==> config.mk <==
export PLATFORM = sky130hd
export DESIGN_NAME = chunked_stride_agen
export DESIGN_NICKNAME = d
export VERILOG_FILES = /design/src/rtl/dma_agen_pkg.sv /design/src/rtl/dma_agen_count.sv /design/src/rtl/dma_agen_beat.sv /design/src/rtl/dma_agen_side.sv /design/src/rtl/chunked_stride_agen.sv
export SDC_FILE = /design/constraint.sdc
export NUM_CORES = 1
export LEC_CHECK = 0
export BUFFER_PORTS_ARGS = -buffer_cell sky130_fd_sc_hd__buf_2
export CAP_MARGIN = 20
export CORE_MARGIN = 2
export CORE_UTILIZATION = 45
export CTS_BUF_LIST = sky130_fd_sc_hd__clkbuf_8
export CTS_CLUSTER_DIAMETER = 60
export DETAILED_ROUTE_END_ITERATION = 16
export HOLD_SLACK_MARGIN = 0.03
export PLACE_DENSITY = 0.66
export REMOVE_ABC_BUFFERS = 1
export SLEW_MARGIN = 20
export SYNTH_ARGS = -nofsm -noshare
export SYNTH_HDL_FRONTEND = slang
export SYNTH_SLANG_ARGS = --single-unit
==> constraint.sdc <==
create_clock -name clk -period 24.1 [get_ports clk]
set_input_delay 7.23 -clock clk [delete_from_list [all_inputs] [get_ports clk]]
set_output_delay 7.23 -clock clk [all_outputs]
set_load 0.02 [all_outputs]
==> src/rtl/dma_agen_pkg.sv <==
package dma_agen_pkg;
  localparam int BLOG_W = 3;

  function automatic logic [31:0] umin32(input logic [31:0] a, input logic [31:0] b);
    return (a < b) ? a : b;
  endfunction
endpackage

==> src/rtl/dma_agen_count.sv <==
module dma_agen_count #(
  parameter int SIZE_W = 16
) (
  input  logic              clk,
  input  logic              rst,
  input  logic              load,
  input  logic [SIZE_W-1:0] size_in,
  input  logic [SIZE_W-1:0] chunk_in,
  input  logic              step,
  input  logic [SIZE_W-1:0] len,
  input  logic              wrap,
  input  logic              last,
  output logic [SIZE_W-1:0] rem,
  output logic [SIZE_W-1:0] cleft,
  output logic              busy
);
  logic [SIZE_W-1:0] chunk_q;

  always_ff @(posedge clk) begin
    if (rst) begin
      rem     <= '0;
      cleft   <= '0;
      chunk_q <= '0;
      busy    <= 1'b0;
    end else if (load) begin
      rem     <= size_in;
      cleft   <= (chunk_in == '0) ? size_in : chunk_in;
      chunk_q <= chunk_in;
      busy    <= (size_in != '0);
    end else if (step) begin
      rem   <= rem - len;
      cleft <= wrap ? chunk_q : (cleft - len);
      busy  <= !last;
    end
  end
endmodule

==> src/rtl/dma_agen_beat.sv <==
module dma_agen_beat #(
  parameter int SIZE_W = 16,
  parameter int BLOG_W = 3
) (
  input  logic [BLOG_W-1:0] blog,
  input  logic [SIZE_W-1:0] rem,
  input  logic [SIZE_W-1:0] cleft,
  output logic [SIZE_W-1:0] len,
  output logic              last,
  output logic              wrap
);
  import dma_agen_pkg::*;
  logic [31:0] burst_bytes;
  logic [31:0] lim;

  always_comb begin
    burst_bytes = 32'd1 << blog;
    lim  = umin32(umin32(burst_bytes, 32'(cleft)), 32'(rem));
    len  = SIZE_W'(lim);
    last = (len == rem);
    wrap = (len == cleft) && !last;
  end
endmodule

==> src/rtl/dma_agen_side.sv <==
module dma_agen_side #(
  parameter int ADDR_W = 32,
  parameter int SIZE_W = 16
) (
  input  logic              clk,
  input  logic              rst,
  input  logic              load,
  input  logic [ADDR_W-1:0] base_in,
  input  logic [ADDR_W-1:0] skip_in,
  input  logic              inc_in,
  input  logic              step,
  input  logic [SIZE_W-1:0] len,
  input  logic              wrap,
  output logic [ADDR_W-1:0] cur,
  output logic              inc_o
);
  logic [ADDR_W-1:0] skip_q;
  logic [ADDR_W-1:0] nxt;

  always_comb begin
    nxt = cur + ADDR_W'(len) + (wrap ? skip_q : '0);
  end

  always_ff @(posedge clk) begin
    if (rst) begin
      cur    <= '0;
      skip_q <= '0;
      inc_o  <= 1'b0;
    end else if (load) begin
      cur    <= base_in;
      skip_q <= skip_in;
      inc_o  <= inc_in;
    end else if (step && inc_o) begin
      cur <= nxt;
    end
  end
endmodule

==> src/rtl/chunked_stride_agen.sv <==
module chunked_stride_agen #(
  parameter int ADDR_W = 32,
  parameter int SIZE_W = 16,
  parameter int BLOG_W = dma_agen_pkg::BLOG_W
) (
  input  logic                     clk,
  input  logic                     rst,
  input  logic                     start,
  input  logic [ADDR_W-1:0]        src_base,
  input  logic [ADDR_W-1:0]        dst_base,
  input  logic [SIZE_W-1:0]        xfer_size,
  input  logic [SIZE_W-1:0]        chunk_len,
  input  logic signed [ADDR_W-1:0] src_skip,
  input  logic signed [ADDR_W-1:0] dst_skip,
  input  logic                     src_inc,
  input  logic                     dst_inc,
  input  logic [BLOG_W-1:0]        burst_log,
  output logic                     beat_valid,
  output logic [ADDR_W-1:0]        beat_src,
  output logic [ADDR_W-1:0]        beat_dst,
  output logic [SIZE_W-1:0]        beat_len,
  output logic                     done,
  output logic                     busy,
  output logic [ADDR_W-1:0]        cur_src,
  output logic [ADDR_W-1:0]        cur_dst
);
  logic [BLOG_W-1:0] burst_q;
  logic [SIZE_W-1:0] rem, cleft, len;
  logic              last, wrap, step;
  logic              src_inc_q, dst_inc_q;

  assign step = busy && !start;

  dma_agen_count #(.SIZE_W(SIZE_W)) u_count (
    .clk(clk), .rst(rst), .load(start), .size_in(xfer_size), .chunk_in(chunk_len),
    .step(step), .len(len), .wrap(wrap), .last(last),
    .rem(rem), .cleft(cleft), .busy(busy)
  );

  dma_agen_beat #(.SIZE_W(SIZE_W), .BLOG_W(BLOG_W)) u_beat (
    .blog(burst_q), .rem(rem), .cleft(cleft), .len(len), .last(last), .wrap(wrap)
  );

  dma_agen_side #(.ADDR_W(ADDR_W), .SIZE_W(SIZE_W)) u_src (
    .clk(clk), .rst(rst), .load(start), .base_in(src_base), .skip_in(src_skip),
    .inc_in(src_inc), .step(step), .len(len), .wrap(wrap), .cur(cur_src), .inc_o(src_inc_q)
  );

  dma_agen_side #(.ADDR_W(ADDR_W), .SIZE_W(SIZE_W)) u_dst (
    .clk(clk), .rst(rst), .load(start), .base_in(dst_base), .skip_in(dst_skip),
    .inc_in(dst_inc), .step(step), .len(len), .wrap(wrap), .cur(cur_dst), .inc_o(dst_inc_q)
  );

  always_ff @(posedge clk) begin
    if (rst) begin
      burst_q    <= '0;
      beat_valid <= 1'b0;
      beat_src   <= '0;
      beat_dst   <= '0;
      beat_len   <= '0;
      done       <= 1'b0;
    end else begin
      if (start) burst_q <= burst_log;
      beat_valid <= step;
      if (step) begin
        beat_src <= cur_src;
        beat_dst <= cur_dst;
        beat_len <= len;
      end
      done <= start ? (xfer_size == '0) : (step && last);
    end
  end
endmodule

==> results of run 1 <==
-- metrics by stage --
step | instance area (sq um) | setup WS, ps
finish | 19610 | 13440
global route | 19610 | 12710
CTS | 19580 | 13310
detailed placement | 18600 | 13340
global placement | 18600 | 13370
floorplan | 16290 | 13850
-- metal layers --
layer | vias up | track usage
met5 | - | 0
met3 | 106 | 0.04945
met1 | 7274 | 0.3410
met4 | 10 | 0.09820
met2 | 512 | 0.4328
li1 | 7616 | -
-- worst register-to-register path, delay by kind of cell, from the launching register on --
| family | cells | cell delay, ps |
|---|---|---|
| adder cells (fa/ha/maj) | 5 | 1810 |
| multiplexers | 2 | 1520 |
| AND/OR/NAND/NOR | 8 | 2210 |
| AO/OA/AOI/OAI | 14 | 3920 |
| flip-flops | 1 | 530 |
| buffers and inverters | 2 | 560 |
-- power groups by stage --
stage          sequential (W)  combinational, W  clock, W
2_1_floorplan        0.000498          0.000211         0
3_3_place_gp         0.000491          0.000321         0
3_5_place_dp         0.000492          0.000325         0
4_1_cts              0.000483          0.000327  0.000456
5_1_grt              0.000486          0.000366  0.000471
6_report             0.000483          0.000329  0.000444
-- state kept, by name, indices dropped and copies added (netlist names) --
| name | cells |
|---|---|
| beat_dst | 32 |
| beat_src | 32 |
| u_dst.cur | 32 |
| u_dst.skip_q | 32 |
| u_src.cur | 32 |
| u_src.skip_q | 32 |
| beat_len | 16 |
| u_count.chunk_q | 16 |
| u_count.cleft | 16 |
| u_count.rem | 16 |
| burst_q | 3 |
| beat_valid | 1 |
| done | 1 |
| u_count.busy | 1 |
| u_dst.inc_o | 1 |
| u_src.inc_o | 1 |
-- cell type report --
type	count	share of cell area
Multi-Input combinational cell	1502	0.5365
Sequential cell	264	0.2695
Timing Repair Buffer	327	0.08600
Clock buffer	59	0.04140
Tap cell	468	0.02986
Inverter	145	0.02775
Clock inverter	24	0.008357
Antenna cell	5	0.0006380
-- cell families (layout without fill, tap and decap cells) --
| family | count (synthesis) | in the layout | synth area share |
|---|---|---|---|
| buf+inv | 247 | 555 | 0.05710 |
| xor+xnor | 73 | 73 | 0.04089 |
| other cells | 1 | 13 | 0.0002249 |
| flops | 264 | 264 | 0.3170 |
| simple gates | 652 | 652 | 0.1731 |
| fa+ha+maj | 178 | 178 | 0.1498 |
| mux | 117 | 117 | 0.07158 |
| compound gates | 474 | 474 | 0.1904 |
-- worst paths after layout --
check	to	from
max	u_dst.cur[30]$_SDFFE_PP0P_	burst_q[1]$_SDFFE_PP0P_
min	beat_src[8]$_SDFFE_PP0P_	beat_src[8]$_SDFFE_PP0P_
max reg2reg	u_dst.cur[30]$_SDFFE_PP0P_	burst_q[1]$_SDFFE_PP0P_
min reg2reg	beat_src[8]$_SDFFE_PP0P_	beat_src[8]$_SDFFE_PP0P_
-- synth_stat cells (20+ instances only) --
cell type  instances  area [sq um]
nand2_1          235         882.1
clkbuf_1          79         296.5
a21o_1            31         232.7
ha_1             142          1777
fa_1              36         720.7
nor2_1           243         912.1
mux2i_1          107          1071
dfxtp_1          264          5285
a21oi_1          183         915.9
xor2_1            23         201.4
xnor2_1           47         411.6
nand4_1           20         125.1
and2_1            36         225.2
a222oi_1          39         390.4
o21ai_0           48         240.2
a211oi_1          30         225.2
inv_1            143         536.8
nor3_1            26         130.1
-- layout by cell type (no fill, tap or decap), types with 7 or more instances in the layout --
| cell | synthesis | layout |
|---|---|---|
| inv_1 | 143 | 157 |
| a22oi_1 | 15 | 15 |
| nor2_1 | 243 | 242 |
| a21o_1 | 31 | 31 |
| nor3_1 | 26 | 26 |
| dfxtp_1 | 264 | 264 |
| o21ai_0 | 48 | 48 |
| xnor2_1 | 47 | 47 |
| nand3_1 | 16 | 16 |
| ha_1 | 142 | 142 |
| fa_1 | 36 | 36 |
| a31oi_1 | 15 | 15 |
| and2_1 | 36 | 36 |
| or2_2 | 7 | 7 |
| o21bai_1 | 13 | 13 |
| a222oi_1 | 39 | 39 |
| a21oi_1 | 183 | 181 |
| buf_2 | 5 | 312 |
| buf_4 | 3 | 13 |
| nand4_1 | 20 | 20 |
| o22ai_1 | 16 | 16 |
| clkbuf_8 | 0 | 61 |
| a211oi_1 | 30 | 30 |
| nor4_1 | 13 | 13 |
| o21a_1 | 15 | 15 |
| mux2i_1 | 107 | 102 |
| xor2_1 | 23 | 23 |
| mux2_2 | 7 | 7 |
| o31ai_1 | 7 | 7 |
| conb_1 | 1 | 8 |
| and3_1 | 12 | 11 |
| nand2_1 | 235 | 234 |
| nor2b_1 | 14 | 14 |
==> results.md, run 1 <==
- Cell total after placement: 2,706
- Antenna violations before repair: 9
- Metal3 WL: 3448 microns
- Final worst-path cycle share: 0.4424
- Switch share: 0.3348
- FMAX: 93.79 MHz
- Final hold vios: 0
- Met1 Wirelength: 22,860 microns
- Routed wire length: 51,400 microns
- IO Port Bufs: 314
- Internal reg-to-reg setup slack: 13,440 ps
- Asr flop ratio synth: 0
- RSZ-0062 raised after global routing: no
- Setup total negative slack: 0 ps
- Die width: 196.5 microns
- Non-filler cells, final: 2,794
- Core ar.: 36,520 sq um
- Largest delay share family, worst path: compound AO/OA/AOI/OAI gates
- Sw power: 0.0004208 W
- Synth Register Bits: 264
- Die area: 38,610 sq um
- Wire length on met2: 23,520 microns
- Vias in the first global route: 15,400
- HP Class: reg2reg
- Fillcell total: 3,472
- Site Rows: 70
- CP Launch Type: register
- Clock sink count: 264
- TritonCTS Buffers: 48
- CP required: 24,600 ps
- First-pass GRT wire length: 81,230 microns
- Post_cts resized: 0
- Cell Int Power: 0.0008358 W
- Worst VDD drop: 0.00004520 V
- Largest stage delay, worst path: 1100 ps
- # hold bufs at CTS: 0
- Post-synthesis sequential area ratio: 0.3170
- IO Pins: 315
- CP Class: reg2reg
- CTS tree: done
- Pre-Repair DR Iteration Count: 6
- Setup violators final: 0
- Worst Max-Slew Pin Slew: 1210 ps
- DRC violations left: 0
- YS warnings: 0
- Root Buffer Master: clkbuf_8
- WHS Path Cells: 2
- Worst-path clk slew: 60 ps
- Final slew viol count: 0
- Yosys cell types: 78
- Pwr Total: 0.001257 W
- Min Hold Slack: 449.8 ps
- Die height: 196.5 microns
- Register-to-Register Path Depth: 31
- EDFF count, synth: 0
- Syn Std Cell Area: 16,670 sq um
- Layout cells sized above 1: 0.1874
- Clock buffer depth: 3
- Synthesis-to-finish area growth: 17.62%
- Relative slew slack: 0.1705
- Crit path top cell by count: ha_1
- Avg Inst Size Synth: 8.312 sq um
- Wire per inst: 18.40 microns
- Cells after Synth: 2,006
- Starting Density: 0.4566
- Arrival time worst endpoint: 11,160 ps
- First DRT Iteration DRCs: 804
- GPL Wtd Cong: 0.9272
- Comb pwr share: 0.262
- # Post-CTS Setup Buffers: 0
- Max_cap viols: 0
- Clock Skew: 12.81 ps
- Min cycle time layout: 10,660 ps
- Crit. End Element: register
- CP Max Fanout: 40
- Final Core Density: 0.5370
- DR top layer: met5
- Gr usage total: 0.2622
- Pwr/cell area: 64.07 nW/um^2
- Antenna Violating Nets Remaining: 0
- Post-synth top flop: dfxtp_1
- Clk pwr share: 0.353
- Stages on the worst setup path: 31
- Sequential share of power: 0.385
- Largest net degree at the start of global routing: 96
- Pleak: 9.426 nW
- Footprint of the multi-input gates: 10,520 sq um
- Outcome: completed
- Nets: 2,634
- Clock Latency Late Sink: 620 ps
- Via density: 5.554
- Post-DP HPWL: 37,030 microns
- Vias: 15,520
- Max stage delay cell, worst path: mux2i_1
- H-Tree Level Count: 2
- Worst Path Buf+Inv: 2
- GR Overflow Total: 0
- Storage element area: 5285 sq um
Note: power is estimated with default switching activity, not from simulation.
==> run 2: changes to the inputs <==
- PLACE_DENSITY: 0.66 -> 0.69
- clock period: 24.1 -> 8.9 ns (I/O delays scaled with it)
==> run 2 against run 1 <==
  * Non-clock buffer count grew 63
  * Cell area rose by 4.5%
  * First-iteration DRC count grew 17%
  * Register-to-register slack got worse by 13000 ps
  * Maximum frequency grew 25%
  * Clock-buffer cell count up 3
  * Critical endpoint is now u_dst.cur[28]$_SDFFE_PP0P_
  * Sequential power rose to 2.7 times the previous value
  * Critical path depth up 6
  * Worst setup slack got worse by 13000 ps
  * Die area did not move
==> results.md, run 2 (synthesis results as in run 1) <==
- Outcome: completed
- Max stage delay cell, worst path: or4_1
- CP Launch Type: register
- Register-to-Register Path Depth: 37 (+19%)
- First-pass GRT wire length: 82,980 microns (+2.1%)
- DRC violations left: 0 (unchanged)
- Root Buffer Master: clkbuf_8
- WHS Path Cells: 2 (unchanged)
- Gr usage total: 0.2703 (+0.008086)
- Worst VDD drop: 0.0001305 V (+190%)
- First DRT Iteration DRCs: 940 (+17%)
- Core ar.: 36,520 sq um (unchanged)
- FMAX: 117.6 MHz (+25%)
- Clock sink count: 264 (unchanged)
- Final slew viol count: 0 (unchanged)
- CP Class: reg2reg
- Most common cell after layout, fill and taps aside: buf_2
- CP Max Fanout: 21 (-48%)
- Most frequent cells in the layout: buf_2, dfxtp_1, nor2_1
- GPL Wtd Cong: 0.9445 (+1.9%)
- Vias: 15,890 (+2.4%)
- Pleak: 9.836 nW (+4.4%)
- Pre-CTS setup slack: -370.6 ps (-13,710 ps)
- Largest net degree at the start of global routing: 110 (+15%)
- Vias in the first global route: 15,370 (-0.17%)
- Die area: 38,610 sq um (unchanged)
- Die width: 196.5 microns (unchanged)
- CTS tree: done
- Hold path start: beat_src[29]$_SDFFE_PP0P_
- Routed wire length: 53,420 microns (+3.9%)
- Internal reg-to-reg setup slack: 400 ps (-13,040 ps)
- Pre-Repair DR Iteration Count: 8 (+2)
- Worst Hold End: beat_src[29]$_SDFFE_PP0P_
- Non-filler cells, final: 2,864 (+2.5%)
- # hold bufs at CTS: 0 (unchanged)
- R2r startpoint: burst_q[2]$_SDFFE_PP0P_
- Die height: 196.5 microns (unchanged)
- CP startpoint: burst_q[2]$_SDFFE_PP0P_
- Cell total after placement: 2,749 (+1.6%)
- Min cycle time layout: 8502 ps (-2160 ps)
- Largest stage delay, worst path: 490 ps (-610 ps)
- H-Tree Level Count: 2 (unchanged)
- Max_cap viols: 0 (unchanged)
- Final worst slack: 398.0 ps (-13,040 ps)
- Arrival time worst endpoint: 9080 ps (-2080 ps)
- CP required: 9480 ps (-15,120 ps)
- Crit. End Element: register
- IO Pins: 315 (unchanged)
- Setup violators final: 0 (unchanged)
- Site Rows: 70 (unchanged)
- Pwr/cell area: 180.4 nW/um^2 (+180%)
- Clock Skew: 26.83 ps (+14.01 ps)
- Antenna Violating Nets Remaining: 0 (unchanged)
- Nets: 2,698 (+2.4%)
- Final hold vios: 0 (unchanged)
- IO Port Bufs: 314 (unchanged)
- Post-DP HPWL: 38,850 microns (+4.9%)
- Layout cells sized above 1: 0.2225 (+0.03508)
- Via density: 5.549 (about the same)
- Crit path top cell by count: buf_4
- Relative slew slack: 0.3727 (+0.2022)
- Starting Density: 0.4566 (unchanged)
- Wire per inst: 18.65 microns (+1.4%)
- Synthesis-to-finish area growth: 22.92%
- Antenna violations before repair: 8 (-1)
- Final worst-path cycle share: 0.9553 (+0.5129)
- Worst-path clk slew: 60 ps (about the same)
- Clock buffer depth: 3 (unchanged)
- Clock Latency Late Sink: 640 ps (+20 ps)
- GR Overflow Total: 0 (unchanged)
- TritonCTS Buffers: 49 (+2.1%)
- HP Class: reg2reg
- Worst Max-Slew Pin Slew: 935.1 ps (-274.5 ps)
- Reg2reg end: u_dst.cur[28]$_SDFFE_PP0P_
[run 2: cell types whose count changed in the layout (fill, tap and decap cells not counted), moves of 3 or more]
cell and delta:
clkbuf_8 +3, o21ai_0 -3, buf_12 +3, ha_4 +5
ha_1 -5, bufinv_16 +5, inv_1 -4, buf_4 +57
[run 2: worst max-delay path by stage]
stage	cells after the start	slack [ps]	endpoint
after floorplan	30	-120	u_dst.cur[30]$_SDFFE_PP0P_
after global placement	34	-130	u_dst.cur[18]$_SDFFE_PP0P_
after detailed placement	34	-370	u_dst.cur[18]$_SDFFE_PP0P_
after CTS	34	1	u_dst.cur[18]$_SDFFE_PP0P_
after global routing	38	-100	u_dst.cur[28]$_SDFFE_PP0P_
final	37	400	u_dst.cur[28]$_SDFFE_PP0P_
[run 2: where the power goes]
part | internal (W) | switching, W | leakage [nW]
sequential | 0.00125 | 0.0000622 | 2.17
combinational | 0.000419 | 0.000569 | 7.04
clock | 0.000833 | 0.000567 | 0.626
[run 2: worst max-delay path, delay by kind of cell (launching register included)]
family                   cells  cell delay [ps]
AND/OR/NAND/NOR             13             2560
buffers and inverters        8             1260
AO/OA/AOI/OAI                9             1990
adder cells (fa/ha/maj)      5             1540
multiplexers                 2              640
flip-flops                   1              450
[run 2: metrics by stage]
step / setup TNS (ps) / hold slack [ps] / util / total power, W / instance area (sq um)
after floorplan: -179.0 / 451.5 / - / 0.001920 / 16290
after global placement: -254.4 / 438.3 / 0.5187 / 0.002251 / 18940
after detailed placement: -1918 / 443.0 / 0.5187 / 0.002263 / 18940
after CTS: 0 / 451.1 / 0.5515 / 0.003681 / 20140
after global routing: -261.2 / 471.1 / 0.5611 / 0.003876 / 20490
final: 0 / 448.4 / 0.5612 / 0.003698 / 20500
[run 2: metal layers]
layer | part of all wire | wire [microns] | up-vias | global-route usage
met5 | 0.00086 | 46 | - | 0
met4 | 0.033 | 1772 | 8 | 0.1027
met3 | 0.074 | 3929 | 109 | 0.05253
met2 | 0.46 | 24310 | 564 | 0.4402
li1 | - | - | 7759 | -
met1 | 0.44 | 23360 | 7451 | 0.3548
[run 2: final cells by class]
cell class | instances | area [sq um]
Antenna cell | 5 | 12.51
Clock buffer | 62 | 853.3
Clock inverter | 28 | 316.6
Fill cell | 3470 | 16030
Inverter | 145 | 544.3
Multi-Input combinational cell | 1502 | 10670
Sequential cell | 264 | 5290
Tap cell | 468 | 585.6
Timing Repair Buffer | 390 | 2226
[run 2: timing repair]
| item | CTS | global route |
|---|---|---|
| setup endpoints to repair | 14 | 34 |
| setup buffers | 1 | 18 |
| resized for setup | 7 | 35 |
| cloned | 0 | 1 |
| pin swaps | 1 | 12 |
==> run 3: changes to the inputs <==
- CELL_PAD_IN_SITES_DETAIL_PLACEMENT: default -> 1
- CELL_PAD_IN_SITES_GLOBAL_PLACEMENT: default -> 2
- CORE_UTILIZATION: 45 -> 31
- CTS_CLUSTER_SIZE: default -> 20
- PLACE_DENSITY: 0.69 -> 0.78
==> run 3 against run 2 <==
  * Power is 6.7% lower
  * Combinational power is 5% higher
  * Worst setup slack better by 69 ps
  * Cell area is 1.4% higher
  * Die area is 44% higher
  * Flip-flop and latch count stayed put
  * Maximum frequency is 0.82% higher
  * Clock power is 22% lower
  * Critical path type unchanged
  * Largest power group is now registers
==> results.md, run 3 (synthesis results as in run 1) <==
- Outcome: completed
- Final worst-path cycle share: 0.9475 (-0.007746)
- Comb pwr share: 0.303 (+0.036)
- Worst VDD drop: 0.0001061 V (-19%)
- Clk pwr share: 0.316 (-0.062)
- Post-DP HPWL: 47,610 microns (+23%)
- CP Launch Type: register
- Pleak: 9.745 nW (-0.93%)
- First DRT Iteration DRCs: 873 (-7.1%)
- Clock sink count: 264 (unchanged)
- Max stage delay cell, worst path: fa_1
- Arrival time worst endpoint: 8930 ps (-150 ps)
- Pre-Repair DR Iteration Count: 6 (-2)
- IO Pins: 315 (unchanged)
- Die height: 235.9 microns (+20%)
- Gr usage total: 0.2239 (-0.04636)
- Internal reg-to-reg setup slack: 470 ps (+70 ps)
- DP Area: 19,340 sq um (+2.1%)
- GPL Wtd Cong: 0.8966 (-5.1%)
- Most frequent cells in the layout: buf_2, dfxtp_1, nor2_1
- Final hold vios: 0 (unchanged)
- Post-route cell area: 20,780 sq um (+1.4%)
- Starting Density: 0.3117 (-0.1449)
- Antenna violations before repair: 12 (+4)
- Die width: 235.9 microns (+20%)
- Sw power: 0.001284 W (+7.1%)
- Die area: 55,660 sq um (+44%)
- Relative slew slack: 0.2937 (-0.07898)
- HP Class: reg2reg
- Worst-path clk slew: 90 ps (+30 ps)
- First-pass GRT wire length: 98,280 microns (+18%)
- IO Port Bufs: 314 (unchanged)
- CP required: 9400 ps (-80 ps)
- Layout cells sized above 1: 0.2340 (+0.01146)
- Fillcell total: 6,414 (+85%)
- Cell Int Power: 0.002166 W (-13%)
- Pwr Total: 0.003449 W (-6.7%)
- Storage element area: 5289 sq um (about the same)
- Clock Latency Late Sink: 620 ps (-20 ps)
- CP Class: reg2reg
- Wire per inst: 20.56 microns (+10%)
- Setup violators final: 0 (unchanged)
- DRC violations left: 0 (unchanged)
- TritonCTS Buffers: 36 (-27%)
- Vias in the first global route: 17,020 (+11%)
- GR Overflow Total: 0 (unchanged)
- Antenna Violating Nets Remaining: 0 (unchanged)
- Worst Path Buf+Inv: 9 (+1)
- Stages on the worst setup path: 40 (+8.1%)
- Hold path start: beat_src[20]$_SDFFE_PP0P_
- Routed wire length: 63,440 microns (+19%)
- FMAX: 118.6 MHz (+0.82%)
- Pwr/cell area: 166.0 nW/um^2 (-8.0%)
- WHS Path Cells: 2 (unchanged)
- CTS tree: done
- # hold bufs at CTS: 0 (unchanged)
- Register-to-Register Path Depth: 40 (+8.1%)
- Final slew viol count: 0 (unchanged)
- CP Max Fanout: 7 (-67%)
- Max_cap viols: 0 (unchanged)
- Largest stage delay, worst path: 490 ps (about the same)
- Worst Max-Slew Pin Slew: 1053 ps (+117.7 ps)
- Clock Skew: 24.13 ps (-2.695 ps)
- Largest net degree at the start of global routing: 89 (-19%)
- Crit. End Element: register
- Switch share: 0.3721 (+0.04817)
- Crit path top cell by count: buf_4
- CP startpoint: burst_q[1]$_SDFFE_PP0P_
- Most common cell after layout, fill and taps aside: buf_2
- Synthesis-to-finish area growth: 24.63%
- H-Tree Level Count: 2 (unchanged)
- Root Buffer Master: clkbuf_8
- R2r startpoint: burst_q[1]$_SDFFE_PP0P_
- Clock buffer depth: 3 (unchanged)
- Sequential share of power: 0.381 (+0.027)
- Largest delay share family, worst path: simple AND/OR/NAND/NOR gates
- Footprint of the multi-input gates: 10,860 sq um (+1.8%)
- Site Rows: 85 (+21%)
- Nets: 2,703 (+0.19%)
- Vias: 16,130 (+1.5%)
- Min cycle time layout: 8433 ps (-68.94 ps)
- Core ar.: 53,500 sq um (+46%)
- Via density: 5.227 (-5.8%)
run 3: changes by cell type in the layout (fill, tap and decap cells not counted), sizes merged:
cell	previous run	this run
clkinv	9	16
clkinvlp	4	1
clkbuf	65	43
bufinv	7	1
buf	387	404
inv	153	154
run 3: layout make-up:
cell class                 instances  share of cell area
antenna                            5           0.0006020
clock buffer                      39             0.02583
clock inverter                    27             0.01379
inverter                         145             0.02619
multi-input combinational       1502              0.5228
sequential                       264              0.2545
tap                              696             0.04190
timing repair buffer             408              0.1144
run 3: through the flow:
| stage | setup TNS [ps] | worst slack, ps | utilization | cells | hold slack (ps) |
|---|---|---|---|---|---|
| 2_1_floorplan | -179.0 | -115.1 | - | 1911 | 451.5 |
| 3_3_place_gp | -1313 | -189.6 | 0.3615 | 2993 | 437.9 |
| 5_1_grt | -57.65 | -32.98 | 0.3883 | 3082 | 470.1 |
| 6_report | 0 | 466.9 | 0.3885 | 3086 | 454.1 |
| 3_5_place_dp | -12650 | -574.7 | 0.3615 | 2993 | 443.4 |
| 4_1_cts | 0 | 43.52 | 0.3792 | 3065 | 456.8 |
run 3: what timing repair did:
| action | 4_1_cts | 5_1_grt |
|---|---|---|
| setup buffers | 6 | 14 |
| endpoints found under the setup margin | 39 | 40 |
| gates cloned | 0 | 2 |
| pin swaps | 3 | 8 |
| gates resized for setup | 19 | 53 |
run 3: worst paths after layout:
kind | to
min reg2reg | beat_src[20]$_SDFFE_PP0P_
min | beat_src[20]$_SDFFE_PP0P_
max | u_dst.cur[30]$_SDFFE_PP0P_
max reg2reg | u_dst.cur[30]$_SDFFE_PP0P_
run 3: tightest hold or removal path: stages (launching register included):
cell and delay, ps:
dfxtp_1 310, nand2_1 50, a21oi_1 50
run 3: routing by layer:
layer  wire length [microns]  vias to the layer above  track usage
met5                     100                        -            0
met4                    1316                       16      0.05636
met3                    3076                       86      0.03979
met2                   31020                      327       0.3964
met1                   27930                     7942       0.2798
li1                        -                     7758            -
run 3: power by group through the flow:
stage,clock network [W],registers [W],logic (W)
floorplan,0,0.00135,0.000570
global placement,0,0.00133,0.000964
detailed placement,0,0.00134,0.000983
CTS,0.00114,0.00131,0.00100
global route,0.00118,0.00132,0.00115
finish,0.00109,0.00131,0.00104
